`src/rtl/qspi_sir_pkg.sv`:
```
package qspi_sir_pkg;

    localparam int DATA_W = 32;

    // Register byte offsets
    localparam logic [7:0] OFS_CTRL = 8'h00;
    localparam logic [7:0] OFS_MODE = 8'h04;
    localparam logic [7:0] OFS_STAT = 8'h10;
    localparam logic [7:0] OFS_IEN  = 8'h14;
    localparam logic [7:0] OFS_IDIS = 8'h18;
    localparam logic [7:0] OFS_IMSK = 8'h1C;

    // Status bit positions
    localparam int SB_RXFULL  = 0;
    localparam int SB_TXREADY = 1;
    localparam int SB_TXIDLE  = 2;
    localparam int SB_OVR     = 3;
    localparam int SB_CSRISE  = 8;
    localparam int SB_CSACT   = 9;
    localparam int SB_IEND    = 10;
    localparam int SB_ENABLED = 24;

    // Control strobe bit positions
    localparam int CB_ENABLE  = 0;
    localparam int CB_DISABLE = 1;
    localparam int CB_SWRST   = 7;
    localparam int CB_LAST    = 24;

    // Sticky edge events
    localparam int N_EVT = 3;
    localparam int EVT_POS [N_EVT] = '{SB_OVR, SB_CSRISE, SB_IEND};

    // Live level inputs
    localparam int N_LVL = 4;
    localparam int LVL_POS [N_LVL] = '{SB_RXFULL, SB_TXREADY, SB_TXIDLE, SB_CSACT};

    function automatic logic [DATA_W-1:0] impl_bits();
        logic [DATA_W-1:0] m;
        m = '0;
        for (int i = 0; i < N_EVT; i++) m[EVT_POS[i]] = 1'b1;
        for (int i = 0; i < N_LVL; i++) m[LVL_POS[i]] = 1'b1;
        m[SB_ENABLED] = 1'b1;
        return m;
    endfunction

    localparam logic [DATA_W-1:0] STAT_IMPL = impl_bits();

    typedef struct packed {
        logic ctrl_wr;
        logic mode_wr;
        logic ien_wr;
        logic idis_wr;
        logic stat_rd;
    } bus_strb_t;

    typedef enum logic [2:0] {
        RSEL_NONE,
        RSEL_MODE,
        RSEL_STAT,
        RSEL_MASK
    } rsel_e;

    typedef struct packed {
        logic enable;
        logic disable_;
        logic swrst;
        logic last;
    } ctrl_cmd_t;

    function automatic ctrl_cmd_t decode_ctrl(input logic [DATA_W-1:0] w);
        ctrl_cmd_t c;
        c.enable   = w[CB_ENABLE];
        c.disable_ = w[CB_DISABLE];
        c.swrst    = w[CB_SWRST];
        c.last     = w[CB_LAST];
        return c;
    endfunction

    function automatic logic [DATA_W-1:0] build_status(
        input logic [N_EVT-1:0] sticky,
        input logic [N_LVL-1:0] lvl,
        input logic             en
    );
        logic [DATA_W-1:0] s;
        s = '0;
        for (int i = 0; i < N_EVT; i++) s[EVT_POS[i]] = sticky[i];
        for (int i = 0; i < N_LVL; i++) s[LVL_POS[i]] = lvl[i];
        s[SB_ENABLED] = en;
        return s;
    endfunction

endpackage

```
`src/rtl/sir_bus_decode.sv`:
```
module sir_bus_decode
    import qspi_sir_pkg::*;
#(
    parameter int ADDR_W = 8
) (
    input  logic              bus_rd,
    input  logic              bus_wr,
    input  logic [ADDR_W-1:0] bus_addr,
    output bus_strb_t         strb,
    output rsel_e             rsel
);
    localparam int CMP_W = (ADDR_W < 8) ? ADDR_W : 8;

    logic [7:0] a8;

    always_comb begin
        a8 = '0;
        a8[CMP_W-1:0] = bus_addr[CMP_W-1:0];
    end

    logic hi_zero;
    generate
        if (ADDR_W > 8) begin : g_hi
            assign hi_zero = (bus_addr[ADDR_W-1:8] == '0);
        end else begin : g_nohi
            assign hi_zero = 1'b1;
        end
    endgenerate

    always_comb begin
        strb.ctrl_wr = bus_wr && hi_zero && (a8 == OFS_CTRL);
        strb.mode_wr = bus_wr && hi_zero && (a8 == OFS_MODE);
        strb.ien_wr  = bus_wr && hi_zero && (a8 == OFS_IEN);
        strb.idis_wr = bus_wr && hi_zero && (a8 == OFS_IDIS);
        strb.stat_rd = bus_rd && hi_zero && (a8 == OFS_STAT);
    end

    always_comb begin
        rsel = RSEL_NONE;
        if (hi_zero) begin
            unique case (a8)
                OFS_MODE: rsel = RSEL_MODE;
                OFS_STAT: rsel = RSEL_STAT;
                OFS_IMSK: rsel = RSEL_MASK;
                default:  rsel = RSEL_NONE;
            endcase
        end
    end
endmodule

```
`src/rtl/sir_event_bank.sv`:
```
module sir_event_bank
    import qspi_sir_pkg::*;
#(
    parameter int NUM_EVT = N_EVT
) (
    input  logic               clk,
    input  logic               rst,
    input  logic               clr_all,
    input  logic               rd_clear,
    input  logic [NUM_EVT-1:0] ev_in,
    output logic [NUM_EVT-1:0] sticky
);
    generate
        for (genvar i = 0; i < NUM_EVT; i++) begin : g_evt
            always_ff @(posedge clk) begin
                if (rst || clr_all) begin
                    sticky[i] <= 1'b0;
                end else begin
                    // A pulse coinciding with a read wins over the clear.
                    sticky[i] <= (sticky[i] && !rd_clear) || ev_in[i];
                end
            end
        end
    endgenerate
endmodule

```
`src/rtl/sir_mask_reg.sv`:
```
module sir_mask_reg
    import qspi_sir_pkg::*;
#(
    parameter logic [DATA_W-1:0] IMPL = STAT_IMPL
) (
    input  logic              clk,
    input  logic              rst,
    input  logic              clr_all,
    input  logic              set_wr,
    input  logic              clr_wr,
    input  logic [DATA_W-1:0] wdata,
    output logic [DATA_W-1:0] mask
);
    logic [DATA_W-1:0] sel;

    assign sel = wdata & IMPL;

    always_ff @(posedge clk) begin
        if (rst || clr_all) begin
            mask <= '0;
        end else if (set_wr) begin
            mask <= mask | sel;
        end else if (clr_wr) begin
            mask <= mask & ~sel;
        end
    end
endmodule

```
`src/rtl/sir_ctrl_regs.sv`:
```
module sir_ctrl_regs
    import qspi_sir_pkg::*;
(
    input  logic              clk,
    input  logic              rst,
    input  logic              ctrl_wr,
    input  logic              mode_wr,
    input  logic [DATA_W-1:0] wdata,
    output logic              swrst_now,
    output logic              enabled,
    output logic              last_pulse,
    output logic [DATA_W-1:0] mode_q
);
    ctrl_cmd_t cmd;

    assign cmd       = decode_ctrl(wdata);
    assign swrst_now = ctrl_wr && cmd.swrst;

    always_ff @(posedge clk) begin
        if (rst || swrst_now) begin
            enabled <= 1'b0;
        end else if (ctrl_wr) begin
            // enable applied first, then disable
            enabled <= (enabled || cmd.enable) && !cmd.disable_;
        end
    end

    always_ff @(posedge clk) begin
        if (rst) begin
            last_pulse <= 1'b0;
        end else begin
            last_pulse <= ctrl_wr && cmd.last;
        end
    end

    always_ff @(posedge clk) begin
        if (rst || swrst_now) begin
            mode_q <= '0;
        end else if (mode_wr) begin
            mode_q <= wdata;
        end
    end
endmodule

```
`src/rtl/qspi_status_irq_unit.sv`:
```
module qspi_status_irq_unit
    import qspi_sir_pkg::*;
#(
    parameter int ADDR_W = 8
) (
    input  logic              clk,
    input  logic              rst,
    input  logic              bus_rd,
    input  logic              bus_wr,
    input  logic [ADDR_W-1:0] bus_addr,
    input  logic [31:0]       bus_wdata,
    output logic [31:0]       bus_rdata,
    output logic              bus_rvalid,
    input  logic              ev_overrun,
    input  logic              ev_cs_rise,
    input  logic              ev_instr_end,
    input  logic              lv_rx_full,
    input  logic              lv_tx_ready,
    input  logic              lv_tx_idle,
    input  logic              lv_cs_active,
    output logic              irq,
    output logic              ctl_enabled,
    output logic              cmd_last_xfer,
    output logic [31:0]       mode_word
);
    bus_strb_t         strb;
    rsel_e             rsel;
    logic              swrst_now;
    logic [N_EVT-1:0]  ev_vec;
    logic [N_EVT-1:0]  sticky;
    logic [N_LVL-1:0]  lvl_vec;
    logic [DATA_W-1:0] mask_q;
    logic [DATA_W-1:0] stat_word;
    logic [DATA_W-1:0] rd_mux;

    assign ev_vec  = {ev_instr_end, ev_cs_rise, ev_overrun};
    assign lvl_vec = {lv_cs_active, lv_tx_idle, lv_tx_ready, lv_rx_full};

    sir_bus_decode #(.ADDR_W(ADDR_W)) u_dec (
        .bus_rd   (bus_rd),
        .bus_wr   (bus_wr),
        .bus_addr (bus_addr),
        .strb     (strb),
        .rsel     (rsel)
    );

    sir_ctrl_regs u_ctrl (
        .clk        (clk),
        .rst        (rst),
        .ctrl_wr    (strb.ctrl_wr),
        .mode_wr    (strb.mode_wr),
        .wdata      (bus_wdata),
        .swrst_now  (swrst_now),
        .enabled    (ctl_enabled),
        .last_pulse (cmd_last_xfer),
        .mode_q     (mode_word)
    );

    sir_event_bank #(.NUM_EVT(N_EVT)) u_evt (
        .clk      (clk),
        .rst      (rst),
        .clr_all  (swrst_now),
        .rd_clear (strb.stat_rd),
        .ev_in    (ev_vec),
        .sticky   (sticky)
    );

    sir_mask_reg #(.IMPL(STAT_IMPL)) u_mask (
        .clk     (clk),
        .rst     (rst),
        .clr_all (swrst_now),
        .set_wr  (strb.ien_wr),
        .clr_wr  (strb.idis_wr),
        .wdata   (bus_wdata),
        .mask    (mask_q)
    );

    assign stat_word = build_status(sticky, lvl_vec, ctl_enabled);
    assign irq       = |(stat_word & mask_q);

    always_comb begin
        unique case (rsel)
            RSEL_MODE: rd_mux = mode_word;
            RSEL_STAT: rd_mux = stat_word;
            RSEL_MASK: rd_mux = mask_q;
            default:   rd_mux = '0;
        endcase
    end

    always_ff @(posedge clk) begin
        if (rst) begin
            bus_rdata  <= '0;
            bus_rvalid <= 1'b0;
        end else begin
            bus_rvalid <= bus_rd;
            if (bus_rd) bus_rdata <= rd_mux;
        end
    end
endmodule

```
`config.mk`:
```
export PLATFORM = sky130hd
export DESIGN_NAME = qspi_status_irq_unit
export DESIGN_NICKNAME = d
export VERILOG_FILES = /design/src/rtl/qspi_sir_pkg.sv /design/src/rtl/sir_bus_decode.sv /design/src/rtl/sir_event_bank.sv /design/src/rtl/sir_mask_reg.sv /design/src/rtl/sir_ctrl_regs.sv /design/src/rtl/qspi_status_irq_unit.sv
export SDC_FILE = /design/constraint.sdc
export NUM_CORES = 1
export LEC_CHECK = 0
export BUFFER_PORTS_ARGS = -buffer_cell sky130_fd_sc_hd__buf_2
export CAP_MARGIN = 40
export CORE_MARGIN = 3
export CORE_UTILIZATION = 30
export DETAILED_ROUTE_END_ITERATION = 16
export PLACE_DENSITY = 0.55
export SYNTH_ARGS = -nofsm -noshare
export SYNTH_HDL_FRONTEND = slang
export SYNTH_SLANG_ARGS = --single-unit
```
`constraint.sdc`:
```
create_clock -name clk -period 1.15 [get_ports clk]
set_input_delay 0.115 -clock clk [delete_from_list [all_inputs] [get_ports clk]]
set_output_delay 0.115 -clock clk [all_outputs]
set_load 0.03 [all_outputs]
```
* After elaboration in Yosys (flattened, before gate mapping)
Index checks and enable logic that the tools add are counted.
Operators by class: reductions and logical operators 21, equality and inequality tests 8, multiplexer cells 4, bitwise operators 4
Operators by type and width (number):
- $pmux W32 S3 | 1
- $mux W32 | 2
- $and A25 B32 Y32 | 1
- $and A32 B32 Y32 | 1
- $eq A8 B5 Y1 const B | 4
- $not A25 Y32 | 1
- $or A32 B25 Y32 | 1
- $reduce_or A32 Y1 | 1
- $logic_and A1 B1 Y1 | 11
- $eq A8 B3 Y1 const B | 1
- $logic_not A8 Y1 | 1
- $eq A3 B2 Y1 const B | 2
- $pmux W2 S3 | 1
- $logic_or A1 B1 Y1 | 5
- $eq A3 B1 Y1 const B | 1
- $logic_not A1 Y1 | 2
- $reduce_bool A2 Y1 | 1
Word-level totals: input bits 51, output and inout port bits 68, logic and storage cells 46, register bits after elaboration 102

* Longest topological paths before layout
Gate-level depths: netlist of the first run.
depth after elaboration 5, mapped depth 7, mapped depth without buffers 4

* By module
A second synthesis of the first run with hierarchy kept.
Second synthesis, totals: cells, all modules 401, area total of the unflattened synthesis 3918.8 um2
Modules (own cells, without submodules):
- qspi_status_irq_unit | sequential area each 660.6 um2, instances 1, cells an instance 197, area each 1823.0 um2
- sir_ctrl_regs | sequential area each 680.7 um2, instances 1, cells an instance 112, area each 1272.5 um2
- sir_mask_reg | sequential area each 160.2 um2, instances 1, cells an instance 61, area each 558.0 um2
- sir_bus_decode | sequential area each 0.0 um2, instances 1, cells an instance 18, area each 140.1 um2
- sir_event_bank | sequential area each 60.1 um2, instances 1, cells an instance 13, area each 125.1 um2

* Worst setup path after synthesis of the first run
No wires, ideal clock.
path type in2reg, start input port bus_addr[2], end register (tool-made name), data arrival time 1103 ps, path buffers 3, required time 1028 ps, cell stages on the path 7, setup slack -75 ps, setup time 122 ps, cells stage by stage buf_6 nor2_2 and3_4 a31o_1 buf_6 buf_6 a21oi_2
RTL lines:
- start: declaration | RTL line qspi_status_irq_unit.sv:10 | input logic [ADDR_W-1:0] bus_addr,

* Worst setup path after layout of the first run
start register u_ctrl.enabled, end output port irq
On the way: longest elaborated chain between the ends 2
Ends and longest elaborated chain:
- start: declaration | RTL line sir_ctrl_regs.sv:10 | output logic enabled,
- start signal: assignment | RTL line sir_ctrl_regs.sv:24 | enabled <= (enabled || cmd.enable) && !cmd.disable_;
- $and A25 B32 Y32 | RTL line qspi_status_irq_unit.sv:79 | assign irq = |(stat_word & mask_q);
- $reduce_or A32 Y1 | RTL line qspi_status_irq_unit.sv:79
- end: declaration | RTL line qspi_status_irq_unit.sv:21 | output logic irq,
Every way passes these cells.

==> results of run 1 <==
power breakdown:
part	internal, uW	leakage (uW)	switching [uW]
Sequential	2710	0.000633	8.74
Combinational	222	0.00115	220
Clock	1210	0.000105	1040
Total	4140	0.00189	1270
worst register-to-register path, delay by kind of cell, from the launching register on:
family             cells  cell delay (ns)
DFF                    1             0.34
and+or+nand+nor        1             0.14
AOI/OAI and AO/OA      3             0.47
cells by family (layout without fill, tap and decap cells):
| family | after synthesis | count (layout) | synth area share, % |
|---|---|---|---|
| simple gates | 160 | 160 | 25.0 |
| flops | 78 | 78 | 47.0 |
| xor+xnor | 1 | 1 | 0.263 |
| buf+inv | 31 | 191 | 6.28 |
| compound gates | 107 | 107 | 21.5 |
path summary, 6_finish.rpt:
path / slack (ns) / cells past startpoint / from / end
setup / recovery: -0.14 / 3 / u_ctrl.enabled / irq
hold / removal: 0.01 / 3 / bus_wdata[26] / u_ctrl.mode_q[26]
setup reg to reg: 0.10 / 4 / u_ctrl.mode_q[10] / bus_rdata[10]
hold reg to reg: 0.47 / 2 / bus_rdata[4] / bus_rdata[4]
cell usage after synthesis, types with 4 or more instances:
master	instances
a21oi_1	44
a21oi_2	24
a22o_1	8
a22oi_1	9
buf_2	4
buf_6	10
clkbuf_1	10
dfxtp_1	78
nand2_1	82
nand2b_1	24
nand3_1	27
nor2_1	4
nor3b_1	4
o21ai_0	8
o2bb2ai_1	5
layout make-up:
cell class / instances / area (sq um) / share of cell area [%]
Inverter: 3 / 11.3 / 0.240
Multi-Input combinational cell: 268 / 1590 / 33.9
Timing Repair Buffer: 173 / 1130 / 24.2
Clock buffer: 9 / 124 / 2.64
Sequential cell: 78 / 1570 / 33.6
Tap cell: 136 / 170 / 3.63
Clock inverter: 6 / 86.3 / 1.84
per-layer routing:
metal / vias to the layer above / global-route usage (%) / wire [microns]
li1: 1615 / - / -
met1: 1509 / 21.8 / 4610
met2: 95 / 26.4 / 4690
met3: 10 / 4.26 / 592
met4: 0 / 4.95 / 130
met5: - / 0 / 0
repair_timing:
action	4_1_cts	5_1_grt
resized for setup	9	12
setup endpoints to repair	2	8
hold endpoints to repair	25	0
setup buffers	2	3
cloned	0	0
pin swaps	2	2
hold buffers	25	0
per-stage QoR:
| step | std cells | worst slack (ns) |
|---|---|---|
| after global placement | 628 | -0.250 |
| final | 673 | -0.136 |
| after detailed placement | 628 | -0.254 |
| after global routing | 673 | -0.168 |
| after CTS | 670 | -0.154 |
| after floorplan | 377 | -0.000742 |
==> run metrics, run 1 <==
status finished with violations; failing checks setup timing; area fraction of the dominant cell type after synthesis 47.0%; initial drt markers 181; post-layout instance area 0.00469 sq mm; Synth async-reset ratio 0%; FMAX 0.777 GHz; Post-Synthesis Net Count 428; fin crit period 1.29 ns; CTS Sinks 78; H-tree depth 3; setup TNS -0.136 ns; ant diodes 0; post-DP HPWL 7130 microns; Core Region 0.0106 sq mm; Clock Latency Late Sink 0.36 ns; grt ovf 0; cells along the critical path a22oi_2 > nand4_1 > buf_6; Worst path max stage delay 0.36 ns; IO Pins 119; Post-synth EDFFs 0; First-pass DRT Iterations 4; final setup fails 1; largest net degree at the start of global routing 49; synth top area cells dfxtp_1 (47%), nand2_1 (9.3%), a21oi_1 (6.6%); Post-Synthesis Cell Area 0.00333 sq mm; Worst-Margin Slew 0.369 ns; CP max stage cell dfxtp_4; worst hold-check path type input pin to flip-flop; IO Port Bufs 118; sequential area share after synthesis 47.0%; clock-pin transition on the worst setup and hold timing paths 0.08 ns; area grow syn2layout 41.0%; die span in y 111 microns; Final Worst Setup Slack -0.136 ns; Worst path top cell family by delay flip-flops; routed wire length 10000 microns; skew final 0.00976 ns; initial antenna violation count 0; fin crit share 112%; DRC Markers 0; Antenna Nets Post-Route 0; routability cong. 0.901; Via density 4.80; LEAKAGE 0.00189 uW; Slew HR 75.3%; Final nets 584; global-route total usage across every layer 16.5%; final core occ 44.4%; RSZ-0062 raised after global routing true; DR vias 3229; final hold vios 0; Setup crit start kind flip-flop; CTS root buffer clkbuf_8; Worst Path Required 1.03 ns; die width 111 microns; ratio of cells with drive above 1 in the final layout 39.5%; overall power 5410 uW; hold_ws 0.0110 ns; data arrival time of the worst path 1.17 ns; Crit Path Category flip-flop to output port; Die ar. 0.0124 sq mm; Max FO, Critical Path 4; Synth area leader dfxtp_1; Synth Register Bits 78; Starting Density 31.5%; Worst setup EP type output port; Pwr Density 1150 mW/mm^2; Netlist cell types 37; row cnt 37; dpl cell area 0.00414 sq mm; WL per Instance 14.9 microns; first-pass GRT wire length 16600 microns; Slew Viols, Final 0; Syn Inst Count 377; CTS tree yes; vias in the first global route 3236; commonest non-fill, non-tap cell in the layout buf_2; number of fill cells 1092; most frequent cells in the layout buf_2 (113), nand2_1 (81), dfxtp_1 (70); Synthesis Warnings 0; Max Cap Viol 0; IR drop worst, VDD 0.478 mV; Avg Inst Size Synth 8.82 sq um; Longest Clk Path Bufs 2; most common flop cell mapped by yosys dfxtp_1; CP bufs+invs 1; total CTS buffers 9
(Power assumes the default switching activity.)
==> run 2: changes to the inputs <==
--- a/config.mk
+++ b/config.mk
@@ -10,7 +10,6 @@
 export CORE_MARGIN = 3
 export CORE_UTILIZATION = 30
 export DETAILED_ROUTE_END_ITERATION = 16
-export PLACE_DENSITY = 0.55
 export SYNTH_ARGS = -nofsm -noshare
 export SYNTH_HDL_FRONTEND = slang
 export SYNTH_SLANG_ARGS = --single-unit
==> run metrics, run 2 (synthesis results as in run 1) <==
status finished with violations; failing checks setup timing; data arrival time of the worst path 1.17 ns; Worst setup EP type output port; multi-input logic area 0.00158 sq mm; ratio of cells with drive above 1 in the final layout 38.9%; Starting Density 31.5%; ant diodes 0; H-tree depth 3; Longest Clk Path Bufs 2; CTS root buffer clkbuf_8; IR drop worst, VDD 0.679 mV; DRC Markers 0; post-placement worst setup slack -0.224 ns; overall power 5280 uW; routed wire length 9810 microns; initial antenna violation count 2; fin crit share 112%; skew final 0.0110 ns; cells along the critical path a22oi_1 > nand4_1 > buf_6; die width 111 microns; most frequent cells in the layout buf_2 (116), nand2_1 (82), dfxtp_1 (72); First-pass DRT Iterations 4; Final Worst Setup Slack -0.135 ns; Pwr Density 1140 mW/mm^2; WL per Instance 14.6 microns; Die ar. 0.0124 sq mm; Via density 4.80; grt ovf 0; Clock Latency Late Sink 0.34 ns; final setup fails 1; final hold vios 0; Slew Viols, Final 0; Max Cap Viol 0; CTS Sinks 78; Crit Path Category flip-flop to output port; LEAKAGE 0.00186 uW; IO Port Bufs 118; Slew HR 78.4%; final core occ 43.9%; Core Region 0.0106 sq mm; clock-pin transition on the worst setup and hold timing paths 0.09 ns; CP max stage cell dfxtp_2; worst hold-check path type input pin to flip-flop; largest net degree at the start of global routing 45; post-DP HPWL 7090 microns; Worst Path Required 1.03 ns; Max FO, Critical Path 3; CTS tree yes; CP bufs+invs 1; die span in y 111 microns; vias in the first global route 3176; fin crit period 1.28 ns; DR vias 3219; initial drt markers 140; Setup crit start kind flip-flop; row cnt 37; total CTS buffers 9; Final nets 581; first-pass GRT wire length 16100 microns; routability cong. 0.872; commonest non-fill, non-tap cell in the layout buf_2; IO Pins 119; Worst path top cell family by delay flip-flops; Antenna Nets Post-Route 0; Reg area 0.00157 sq mm; number of fill cells 1065; area grow syn2layout 39.3%; global-route total usage across every layer 15.8%; Worst-Margin Slew 0.323 ns; RSZ-0062 raised after global routing true; FMAX 0.778 GHz; Worst path max stage delay 0.34 ns
==> run 2: changes by cell type in the layout (fill, tap and decap cells not counted), sizes merged <==
cell         previous run  this run
clkinv                  2         1
buf                   146       148
clkbuf                 11        10
bufinv                  2         1
dlygate4sd3            25        22
clkinvlp                1         3
==> run 2: path summary, 6_finish.rpt <==
| kind | from | to | slack, ns | cells past startpoint |
|---|---|---|---|---|
| setup / recovery | u_evt.sticky[0] | irq | -0.13 | 3 |
| hold / removal | bus_wdata[17] | u_ctrl.mode_q[17] | 0.02 | 3 |
| setup reg to reg | u_ctrl.mode_q[10] | bus_rdata[10] | 0.09 | 4 |
| hold reg to reg | bus_rdata[16] | bus_rdata[16] | 0.47 | 2 |
==> run 2: layer usage <==
layer	vias to the layer above	global-route usage (%)	share of wire, %
li1	1609	-	-
met1	1504	21.0	48
met2	89	25.5	45
met3	13	3.93	5.3
met4	4	4.62	0.92
met5	-	0	0.14
==> run 2: layout make-up <==
type / count / share of cell area (%)
inverters: 3 / 0.243
clock inverters: 6 / 1.51
multi-input cells: 268 / 34.1
flip-flops and latches: 78 / 33.9
clock buffers: 10 / 2.97
repair buffers: 170 / 23.6
well taps: 136 / 3.67
==> run 2: power breakdown <==
| group | internal, uW | switching [uW] |
|---|---|---|
| Combinational | 215 | 218 |
| Sequential | 2710 | 9.36 |
| Clock | 1070 | 1050 |
| Total | 4000 | 1280 |
==> run 2: tightest hold or removal path: cells and delay by family <==
family | cells | cell delay (ns)
buf+inv | 1 | 0.10
simple gates | 1 | 0.05
compound gates | 1 | 0.05
==> run 2: per-stage QoR <==
step           setup TNS (ns)  cell area, sq um  cells  hold WS [ns]
2_1_floorplan       -0.000742              3340    377         0.195
6_report               -0.135              4630    671        0.0185
3_5_place_dp           -13.09              4160    631         0.336
3_3_place_gp           -11.61              4160    631         0.322
4_1_cts                -0.142              4630    671     0.0000948
5_1_grt                -0.167              4630    671       0.00981
==> run 2: repair_timing <==
item	4_1_cts	5_1_grt
hold buffers	22	0
resized for setup	11	3
hold endpoints to repair	22	0
setup endpoints to repair	1	3
setup buffers	2	0
pin swaps	2	1
